File: config.mk
export PLATFORM = sky130hd
export DESIGN_NAME = sync_activity_detector
export DESIGN_NICKNAME = d
export VERILOG_FILES = /design/src/rtl/sync_det_pkg.sv /design/src/rtl/sync_pulse_meter.sv /design/src/rtl/sync_lock_tracker.sv /design/src/rtl/sync_source_picker.sv /design/src/rtl/sync_activity_detector.sv
export SDC_FILE = /design/constraint.sdc
export NUM_CORES = 1
export LEC_CHECK = 0
export CAP_MARGIN = 20
export CORE_ASPECT_RATIO = 1.25
export CORE_MARGIN = 3
export CORE_UTILIZATION = 54
export CTS_BUF_LIST = sky130_fd_sc_hd__clkbuf_4
export CTS_CLUSTER_DIAMETER = 200
export DETAILED_ROUTE_END_ITERATION = 16
export PLACE_DENSITY = 0.7
export SYNTH_ARGS = -nofsm -noshare
export SYNTH_HDL_FRONTEND = slang
export SYNTH_SLANG_ARGS = --single-unit
File: constraint.sdc
create_clock -name clk -period 10.7 [get_ports clk]
set_input_delay 2.14 -clock clk [delete_from_list [all_inputs] [get_ports clk]]
set_output_delay 2.14 -clock clk [all_outputs]
set_load 0.05 [all_outputs]
File: src/rtl/sync_det_pkg.sv
package sync_det_pkg;
  typedef enum logic [1:0] {
    SRC_NONE     = 2'd0,
    SRC_SEPARATE = 2'd1,
    SRC_CSYNC_H  = 2'd2,
    SRC_SOG      = 2'd3
  } src_type_e;

  localparam int NUM_LINES = 3;
  localparam int LINE_V    = 0;
  localparam int LINE_H    = 1;
  localparam int LINE_SOG  = 2;
endpackage

File: src/rtl/sync_pulse_meter.sv
module sync_pulse_meter #(
  parameter int CNT_W = 16,
  parameter int TO_W  = 20
) (
  input  logic             clk,
  input  logic             rst_n,
  input  logic             sync_i,
  output logic             active_o,
  output logic             neg_o,
  output logic             meas_vld_o,
  output logic [CNT_W-1:0] period_o,
  output logic [CNT_W-1:0] high_o
);
  localparam logic [CNT_W-1:0] CNT_MAX  = '1;
  localparam logic [TO_W-1:0]  IDLE_MAX = '1;

  logic [2:0]       sync_q;
  logic [TO_W-1:0]  idle_q;
  logic [CNT_W-1:0] per_q, hi_q;
  logic             seen_rise_q;
  logic             rise_w, edge_w, timeout_w;

  assign rise_w    = sync_q[1] & ~sync_q[2];
  assign edge_w    = sync_q[1] ^ sync_q[2];
  assign timeout_w = !edge_w && (idle_q == IDLE_MAX);

  always_ff @(posedge clk or negedge rst_n) begin
    if (!rst_n) begin
      sync_q   <= '0;
      idle_q   <= '0;
      active_o <= 1'b0;
    end else begin
      sync_q <= {sync_q[1:0], sync_i};
      if (edge_w) begin
        idle_q   <= '0;
        active_o <= 1'b1;
      end else begin
        if (idle_q != IDLE_MAX) idle_q <= idle_q + 1'b1;
        if (timeout_w) active_o <= 1'b0;
      end
    end
  end

  always_ff @(posedge clk or negedge rst_n) begin
    if (!rst_n) begin
      per_q       <= '0;
      hi_q        <= '0;
      seen_rise_q <= 1'b0;
      meas_vld_o  <= 1'b0;
      period_o    <= '0;
      high_o      <= '0;
      neg_o       <= 1'b0;
    end else begin
      meas_vld_o <= 1'b0;
      if (rise_w) begin
        if (seen_rise_q && per_q != CNT_MAX) begin
          meas_vld_o <= 1'b1;
          period_o   <= per_q;
          high_o     <= hi_q;
          neg_o      <= ({hi_q, 1'b0} > {1'b0, per_q});
        end
        per_q       <= CNT_W'(1);
        hi_q        <= CNT_W'(1);
        seen_rise_q <= 1'b1;
      end else begin
        if (per_q != CNT_MAX) per_q <= per_q + 1'b1;
        if (sync_q[1] && hi_q != CNT_MAX) hi_q <= hi_q + 1'b1;
        if (timeout_w) begin
          seen_rise_q <= 1'b0;
          neg_o       <= 1'b0;
        end
      end
    end
  end


  edge_sets_active_chk: assert property (@(posedge clk) disable iff (!rst_n)
    edge_w |=> active_o);

  quiet_keeps_active_chk: assert property (@(posedge clk) disable iff (!rst_n)
    (active_o && !edge_w && idle_q != IDLE_MAX) |=> active_o);

  meas_needs_activity_chk: assert property (@(posedge clk) disable iff (!rst_n)
    meas_vld_o |-> active_o);
endmodule

File: src/rtl/sync_lock_tracker.sv
module sync_lock_tracker #(
  parameter int CNT_W       = 16,
  parameter int TOL         = 2,
  parameter int LOCK_PULSES = 64
) (
  input  logic             clk,
  input  logic             rst_n,
  input  logic             active_i,
  input  logic             meas_vld_i,
  input  logic [CNT_W-1:0] period_i,
  input  logic [CNT_W-1:0] high_i,
  output logic             locked_o
);
  localparam int LK_W = $clog2(LOCK_PULSES + 1);
  localparam logic [LK_W-1:0]  LOCK_CNT = LK_W'(LOCK_PULSES);
  localparam logic [CNT_W-1:0] TOL_CNT  = CNT_W'(TOL);

  logic [CNT_W-1:0] prev_per_q, prev_hi_q;
  logic             prev_vld_q;
  logic [LK_W-1:0]  run_q;
  logic             match_w;

  function automatic logic [CNT_W-1:0] gap(input logic [CNT_W-1:0] a,
                                           input logic [CNT_W-1:0] b);
    return (a > b) ? a - b : b - a;
  endfunction

  assign match_w = (gap(period_i, prev_per_q) <= TOL_CNT) &&
                   (gap(high_i, prev_hi_q) <= TOL_CNT);

  always_ff @(posedge clk or negedge rst_n) begin
    if (!rst_n) begin
      prev_per_q <= '0;
      prev_hi_q  <= '0;
      prev_vld_q <= 1'b0;
      run_q      <= '0;
    end else if (!active_i) begin
      prev_vld_q <= 1'b0;
      run_q      <= '0;
    end else if (meas_vld_i) begin
      prev_per_q <= period_i;
      prev_hi_q  <= high_i;
      prev_vld_q <= 1'b1;
      if (prev_vld_q && match_w) begin
        if (run_q != LOCK_CNT) run_q <= run_q + 1'b1;
      end else begin
        run_q <= '0;
      end
    end
  end

  assign locked_o = (run_q == LOCK_CNT);


  mismatch_drops_lock_chk: assert property (@(posedge clk) disable iff (!rst_n)
    (active_i && meas_vld_i && !(prev_vld_q && match_w)) |=> !locked_o);

  idle_drops_lock_chk: assert property (@(posedge clk) disable iff (!rst_n)
    !active_i |=> !locked_o);

  lock_needs_reference_chk: assert property (@(posedge clk) disable iff (!rst_n)
    locked_o |-> prev_vld_q);
endmodule

File: src/rtl/sync_source_picker.sv
module sync_source_picker
  import sync_det_pkg::*;
(
  input  logic      clk,
  input  logic      rst_n,
  input  logic      v_act_i,
  input  logic      h_act_i,
  input  logic [2:0] steady_i,
  output src_type_e src_o,
  output logic      csync_ok_o
);
  src_type_e pick_w;
  logic      ok_w;

  always_comb begin
    if (h_act_i && v_act_i)       pick_w = SRC_SEPARATE;
    else if (h_act_i)             pick_w = SRC_CSYNC_H;
    else if (v_act_i)             pick_w = SRC_NONE;
    else if (steady_i[LINE_SOG])  pick_w = SRC_SOG;
    else                          pick_w = SRC_NONE;
    unique case (pick_w)
      SRC_SOG:     ok_w = 1'b1;
      SRC_CSYNC_H: ok_w = steady_i[LINE_H] && !steady_i[LINE_V];
      default:     ok_w = 1'b0;
    endcase
  end

  always_ff @(posedge clk or negedge rst_n) begin
    if (!rst_n) begin
      src_o      <= SRC_NONE;
      csync_ok_o <= 1'b0;
    end else begin
      src_o      <= pick_w;
      csync_ok_o <= ok_w;
    end
  end


  hv_priority_chk: assert property (@(posedge clk) disable iff (!rst_n)
    (h_act_i && v_act_i) |=> (src_o == SRC_SEPARATE));

  sog_blocked_chk: assert property (@(posedge clk) disable iff (!rst_n)
    (h_act_i || v_act_i) |=> (src_o != SRC_SOG));

  csync_only_composite_chk: assert property (@(posedge clk) disable iff (!rst_n)
    csync_ok_o |-> (src_o == SRC_SOG || src_o == SRC_CSYNC_H));
endmodule

File: src/rtl/sync_activity_detector.sv
module sync_activity_detector
  import sync_det_pkg::*;
#(
  parameter int CNT_W       = 16,
  parameter int TO_W        = 20,
  parameter int TOL         = 2,
  parameter int LOCK_PULSES = 64
) (
  input  logic       clk,
  input  logic       rst_n,
  input  logic       vsync_in,
  input  logic       hsync_in,
  input  logic       sog_in,
  output logic       vsync_active,
  output logic       hsync_active,
  output logic       sog_active,
  output logic       vsync_neg,
  output logic       hsync_neg,
  output logic       sog_neg,
  output logic [1:0] src_type,
  output logic       csync_ok
);
  logic [NUM_LINES-1:0] line_in, act, neg, meas_vld, steady;
  logic [CNT_W-1:0]     period [NUM_LINES];
  logic [CNT_W-1:0]     high   [NUM_LINES];
  src_type_e            src_w;

  assign line_in = {sog_in, hsync_in, vsync_in};

  for (genvar i = 0; i < NUM_LINES; i++) begin : g_line
    sync_pulse_meter #(.CNT_W(CNT_W), .TO_W(TO_W)) u_meter (
      .clk(clk), .rst_n(rst_n), .sync_i(line_in[i]),
      .active_o(act[i]), .neg_o(neg[i]), .meas_vld_o(meas_vld[i]),
      .period_o(period[i]), .high_o(high[i])
    );
    sync_lock_tracker #(.CNT_W(CNT_W), .TOL(TOL), .LOCK_PULSES(LOCK_PULSES)) u_lock (
      .clk(clk), .rst_n(rst_n), .active_i(act[i]), .meas_vld_i(meas_vld[i]),
      .period_i(period[i]), .high_i(high[i]), .locked_o(steady[i])
    );
  end

  sync_source_picker u_pick (
    .clk(clk), .rst_n(rst_n),
    .v_act_i(act[LINE_V]), .h_act_i(act[LINE_H]),
    .steady_i(steady), .src_o(src_w), .csync_ok_o(csync_ok)
  );

  assign vsync_active = act[LINE_V];
  assign hsync_active = act[LINE_H];
  assign sog_active   = steady[LINE_SOG];
  assign vsync_neg    = neg[LINE_V];
  assign hsync_neg    = neg[LINE_H];
  assign sog_neg      = neg[LINE_SOG];
  assign src_type     = src_w;


  sog_idle_polarity_chk: assert property (@(posedge clk) disable iff (!rst_n)
    !act[LINE_SOG] |-> !sog_neg);
endmodule

# Word-level counts from Yosys, hierarchy flattened
# Cells that the tools add are included.
# totals
ff_bits,396
inputBits,5
word_cells,237
# op_classes
n_addsub,24
order_cmp,15
n_eq_ne,29
muxes,68
bitwise_logic,9
reduce_logical,48
# op_table
op,n
$mux 16,18
$sub 16x16->16,12
$mux 20,6
$add 16x1->16 const B,6
$gt 16x16->1,6
$le 16x2->1 const B,6
$ne 16x16->1 const B,6
$mux 7,12
$add 20x1->20 const B,3
$eq 20x20->1 const B,3
$ne 20x20->1 const B,3
$gt 17x16->1,3
$reduce_bool 2->1,15
$mux 1,27
$reduce_and 2->1,12
$add 7x1->7 const B,3
$eq 7x7->1 const B,3
$ne 7x7->1 const B,3
$logic_and 1x1->1,17
$ne 2x2->1 const B,6
$ne 3x3->1 const B,3
$mux 2,4
$eq 2x2->1 const B,2
$logic_not 1->1,4
4 further kinds,10

# Logic depth before layout (Yosys ltp)
# logic_depth
ltp_word,8
depth_mapped,15
mapped_depth_nobuf,14

# By module
# From an unflattened synthesis, not the netlist that was laid out.
# unflattened
cells_unflattened,3340
hier_area_um2,29328.1
# modules_own_cells
module,n_inst,cells_per_inst,area_per_inst_um2,seq_area_each_um2
sync_pulse_meter,3,428,4535.6,2277.2
sync_lock_tracker (g_line[0].u_lock ...),2,669,5102.4,1001.0
sync_lock_tracker (g_line[1].u_lock),1,709,5400.2,1001.0
sync_source_picker,1,9,116.4,75.1

# Worst setup path before layout
# No wires, ideal clock.
# synth_timing
kind,flip-flop to flip-flop
startpoint,register g_line[2].u_lock.prev_hi_q[2]
endpoint,register g_line[2].u_lock.run_q[6]
setup_time_ns,0.064
t_arrival_ns,3.361
t_required_ns,10.636
setup_slack_ns,7.274
path_stages_with_launch,15
path_cell_list,dfrtp_1 > inv_1 > ha_1 > buf_2 > nor2b_1 > o31a_1 > o21ai_2 > a2bb2oi_1 > mux2_2 > o211ai_1 > mux2i_1 > nor4b_1 > nor4b_4 > a21boi_1 > a21o_1
# synth_between
elab_chain_len,8
word_cells_on_any_way,12
# synth_lines
item,line_no,source
"start, declared",sync_lock_tracker.sv:18,"logic [CNT_W-1:0] prev_per_q, prev_hi_q;"
"start signal, assigned",sync_lock_tracker.sv:42,prev_hi_q <= high_i;
$sub 16x16->16 or $gt 16x16->1 (tied branches),sync_lock_tracker.sv:25,return (a > b) ? a - b : b - a;
$mux 16 (*),sync_lock_tracker.sv:25,
$le 16x2->1 (*),sync_lock_tracker.sv:29,"(gap(high_i, prev_hi_q) <= TOL_CNT);"
$logic_and 1x1->1 (*),sync_lock_tracker.sv:28,"assign match_w = (gap(period_i, prev_per_q) <= TOL_CNT) &&"
$logic_and 1x1->1 (*),sync_lock_tracker.sv:44,if (prev_vld_q && match_w) begin
$mux 7,sync_lock_tracker.sv:44,
$mux 7,sync_lock_tracker.sv:40,end else if (meas_vld_i) begin
$mux 7,sync_lock_tracker.sv:37,end else if (!active_i) begin
"end signal, assigned",sync_lock_tracker.sv:45,if (run_q != LOCK_CNT) run_q <= run_q + 1'b1;
"end, declared",sync_lock_tracker.sv:20,logic [LK_W-1:0] run_q;
# Mark *: on every way between the ends. The rest lies on a longest branch, timed or not. The select of a mux whose other input is x is not followed.
# A chain may end at the register's enable or synchronous reset.

# Worst setup path after layout
# layout_timing
startpoint,register g_line[2].u_lock.run_q[0]
endpoint,output sog_active
# layout_between
elab_chain_len,1
# layout_lines
item,line_no,source
$eq 7x7->1,sync_lock_tracker.sv:52,assign locked_o = (run_q == LOCK_CNT);
"end, declared",sync_activity_detector.sv:16,"output logic sog_active,"
# No other way between the ends.

==> summary.txt <==
GRT
  – First-pass GRT wire length: 114000 um
  – Met3 usage: 0.0339
  – Tot GR Track Use: 0.247
  – Largest net degree at the start of global routing: 157
  – Met2 Track Usage GR: 0.442
  – Vias in the first global route: 23899
  – GRT overflow: 0
  – Met1 track demand over resource: 0.301
  – Initial antenna violation count: 1
  – Busiest layer in global routing: met2

Floorplanning
  – I/O Pins: 14
  – Initial Utilization: 0.551
  – Die height: 261 um
  – Die ar.: 54900 sq um
  – DIE WIDTH: 210 um
  – Core ar.: 51000 sq um
  – Row cnt: 92

Critical path
  – Critical path launch point type: register
  – R2R setup slack: 6270 ps
  – CP arrival: 2740 ps
  – R2R depth: 13
  – WP data required: 8560 ps
  – Kind of end point of the critical path: output pin
  – Critical-path top delay cell: clkdlybuf4s50_1
  – Worst-path maximum fanout: 5
  – Critical Path, Cell by Cell: inv_1, ha_1, nand4_1, inv_1, clkdlybuf4s50_1
  – Crit path kind: reg2out
  – Reg2Reg Launch Point: g_line[1].u_lock.prev_per_q[1]
  – CP max stage delay: 900 ps
  – Worst flop-to-flop path endpoint: g_line[1].u_lock.run_q[6]
  – Cell mode on critical path: inv_1

STA
  – Max-slew violations: 0
  – Clock Skews: 47.1 ps
  – Setup Viol. Count Final: 0
  – Slew headroom: 0.274
  – Total Neg Setup Slack: 0 ps
  – Final WS setup: 5820 ps
  – Hold WS: 353 ps
  – Final min period: 4880 ps
  – Tcrit/Tclk final: 0.456
  – Slew @ Worst Pin: 1070 ps
  – Fmax: 205 MHz
  – Final number of hold-violating endpoints: 0
  – RSZ-0062 raised after global routing: false

Placed design
  – Gpl congestion: 0.934
  – Post-DP HPWL: 49300 um
  – Placed cell area: 28600 sq um
  – Pre-CTS setup slack: 6280 ps
  – # port buffers: 13

Cells and area
  – Share of cells above drive strength 1: 0.0620
  – Flip-flop and latch area: 9910 sq um
  – Layout Nets: 3632
  – Fillers: 4711
  – Area of the multi-input gates: 16500 sq um
  – Design area: 29800 sq um
  – Highest-count cells in the layout ignoring fill and taps: nand2_1, dfrtp_1, o21ai_0
  – Synth-to-layout area growth: 6.12%
  – Most common cell after layout, fill and taps aside: nand2_1

Synthesis
  – Synthesized flop and latch total: 396
  – Sequential share of the synthesized area: 0.352
  – Number of synthesized flops with an enable pin: 0
  – Syn_nets: 3641
  – Synth async-reset ratio: 1.00
  – Synth warn: 0
  – Avg Cell Area, Syn: 8.33 sq um
  – Post-synth cell types: 87
  – Main synth FF type: dfrtp_1
  – Cell Area, Synth: 28100 sq um
  – Post-synthesis cell count: 3375

Clocking
  – Maximum root-to-sink buffer count: 3
  – CTS Buf Count: 101
  – Post-CTS setup buffer count: 0
  – Clk Latency, worst-skew pair: 860 ps
  – CTS Sinks: 396
  – Clk slew on worst S/H paths: 70 ps
  – Htree depth: 3
  – Root Driver: clkbuf_4
  – CTS tree: built
  – Post-CTS resize count: 0
  – Post-CTS Hold Buffers: 0

Power
  – Net Switching: 2.56 mW
  – Clk pwr share: 0.199
  – Internal power: 3.58 mW
  – Comb pwr share: 0.519
  – Sw Ratio: 0.417
  – Max VDD drop: 0.114 mV
  – Pleak: 13.6 nW
  – Seq pwr share: 0.282
  – Power per Cell Area: 206 nW/um^2
  – Total power: 6.14 mW

Routing
  – Routed via count: 23999
  – TritonRoute pass-1 iters: 6
  – Vias per Instance: 5.86
  – Final wirelength: 67100 um
  – Residual DRC: 0
  – Antenna-violating nets left: 0
  – 1st-iter DRT viols: 1382
  – Per-cell routed wire length: 16.4 um

Run
  – Max-cap violations: 0

Hold path
  – Hold Path End: g_line[0].u_meter.sync_q[1]
  – Worst min path class: reg2reg
  – Hold Startpoint: g_line[0].u_meter.sync_q[0]
  – Hold Path Stages: 0

Outcome
  – Outcome: finished clean
-- cells by family (layout without fill, tap and decap cells) --
kind of cell,Yosys count,count (layout),share of synthesized area
simple gates,1194,1194,0.205
compound gates,870,870,0.193
buf+inv,436,494,0.0600
flops,396,396,0.352
fa+ha+maj,261,261,0.119
xor+xnor,176,176,0.0548
mux,42,42,0.0155
other cells,0,3,0
-- how the worst max path moves through the flow --
stage                                       start                         to  slack (ps)  cells past startpoint
floorplan           g_line[2].u_lock.prev_hi_q[2]  g_line[2].u_lock.run_q[6]        7270                     14
global placement                            rst_n  g_line[1].u_lock.run_q[3]        6370                      3
detailed placement                          rst_n  g_line[1].u_lock.run_q[3]        6280                      3
CTS                     g_line[2].u_lock.run_q[0]                 sog_active        5700                      5
global route            g_line[2].u_lock.run_q[0]                 sog_active        5620                      5
finish                  g_line[2].u_lock.run_q[0]                 sog_active        5820                      5
-- cell usage after synthesis, drive strengths merged (9+ instances only) --
master / count / area, sq um
nand2b: 33 / 214
or2: 13 / 81.3
mux2i: 29 / 290
o21bai: 14 / 105
or4: 11 / 82.6
o21a: 53 / 398
or3: 36 / 225
a221oi: 9 / 78.8
o2111ai: 9 / 78.8
nand4: 69 / 432
fa: 12 / 240
xnor2: 107 / 937
nor4: 21 / 153
nor3b: 10 / 75.1
nor2: 270 / 1010
a21oi: 179 / 930
a21boi: 16 / 120
dfrtp: 396 / 9910
inv: 298 / 1120
nor4b: 10 / 103
buf: 33 / 174
a31oi: 21 / 131
a311oi: 10 / 87.6
clkbuf: 105 / 394
and2: 34 / 213
ha: 249 / 3120
nor2b: 60 / 375
nand3: 99 / 495
nor3: 62 / 310
a21o: 50 / 375
o211ai: 23 / 173
o22ai: 18 / 113
and3: 28 / 175
o21ai: 339 / 1700
mux2: 13 / 146
xor2: 69 / 604
a211oi: 26 / 195
nand2: 404 / 1520
and4: 14 / 123
-- critical path, delay by kind of cell (launching register included) --
kind | cells | cell delay (ps)
simple gates | 1 | 150
buf+inv | 3 | 1190
flops | 1 | 420
fa+ha+maj | 1 | 140
-- power by group through the flow --
stage	clock network, mW	registers, mW	logic, mW
floorplan	0	1.74	2.43
global placement	0	1.75	3.07
detailed placement	0	1.76	3.13
CTS	1.28	1.73	3.15
global route	1.35	1.75	3.53
finish	1.22	1.73	3.19
-- final cells by class --
class,count,area share
repair buffers,26,0.00864
flip-flops and latches,396,0.332
clock buffers,140,0.0352
well taps,658,0.0276
diodes,3,0.000252
multi-input cells,2543,0.554
clock inverters,30,0.00466
inverters,298,0.0375
-- metal layers --
metal / wire, um / vias to the layer above
met4: 2030 / 0
met2: 33800 / 510
met3: 2510 / 140
met5: 0 / -
met1: 28800 / 11589
li1: - / 11760
-- per-stage QoR --
stage,util,std cells
2_1_floorplan,-,3375
3_3_place_gp,0.561,3919
3_5_place_dp,0.561,3919
4_1_cts,0.584,4089
5_1_grt,0.585,4094
6_report,0.585,4094
-- registers in the layout, summed over array words and instances, names as in the netlist, 9 cells and up --
name and cells:
g_line.u_meter.idle_q 60, g_line.u_lock.run_q 21, g_line.u_meter.high_o 48, g_line.u_lock.prev_hi_q 48
g_line.u_meter.period_o 48, g_line.u_lock.prev_per_q 48, g_line.u_meter.sync_q 9, g_line.u_meter.per_q 48
g_line.u_meter.hi_q 48
No activity file was read; power rests on OpenSTA's default activity.
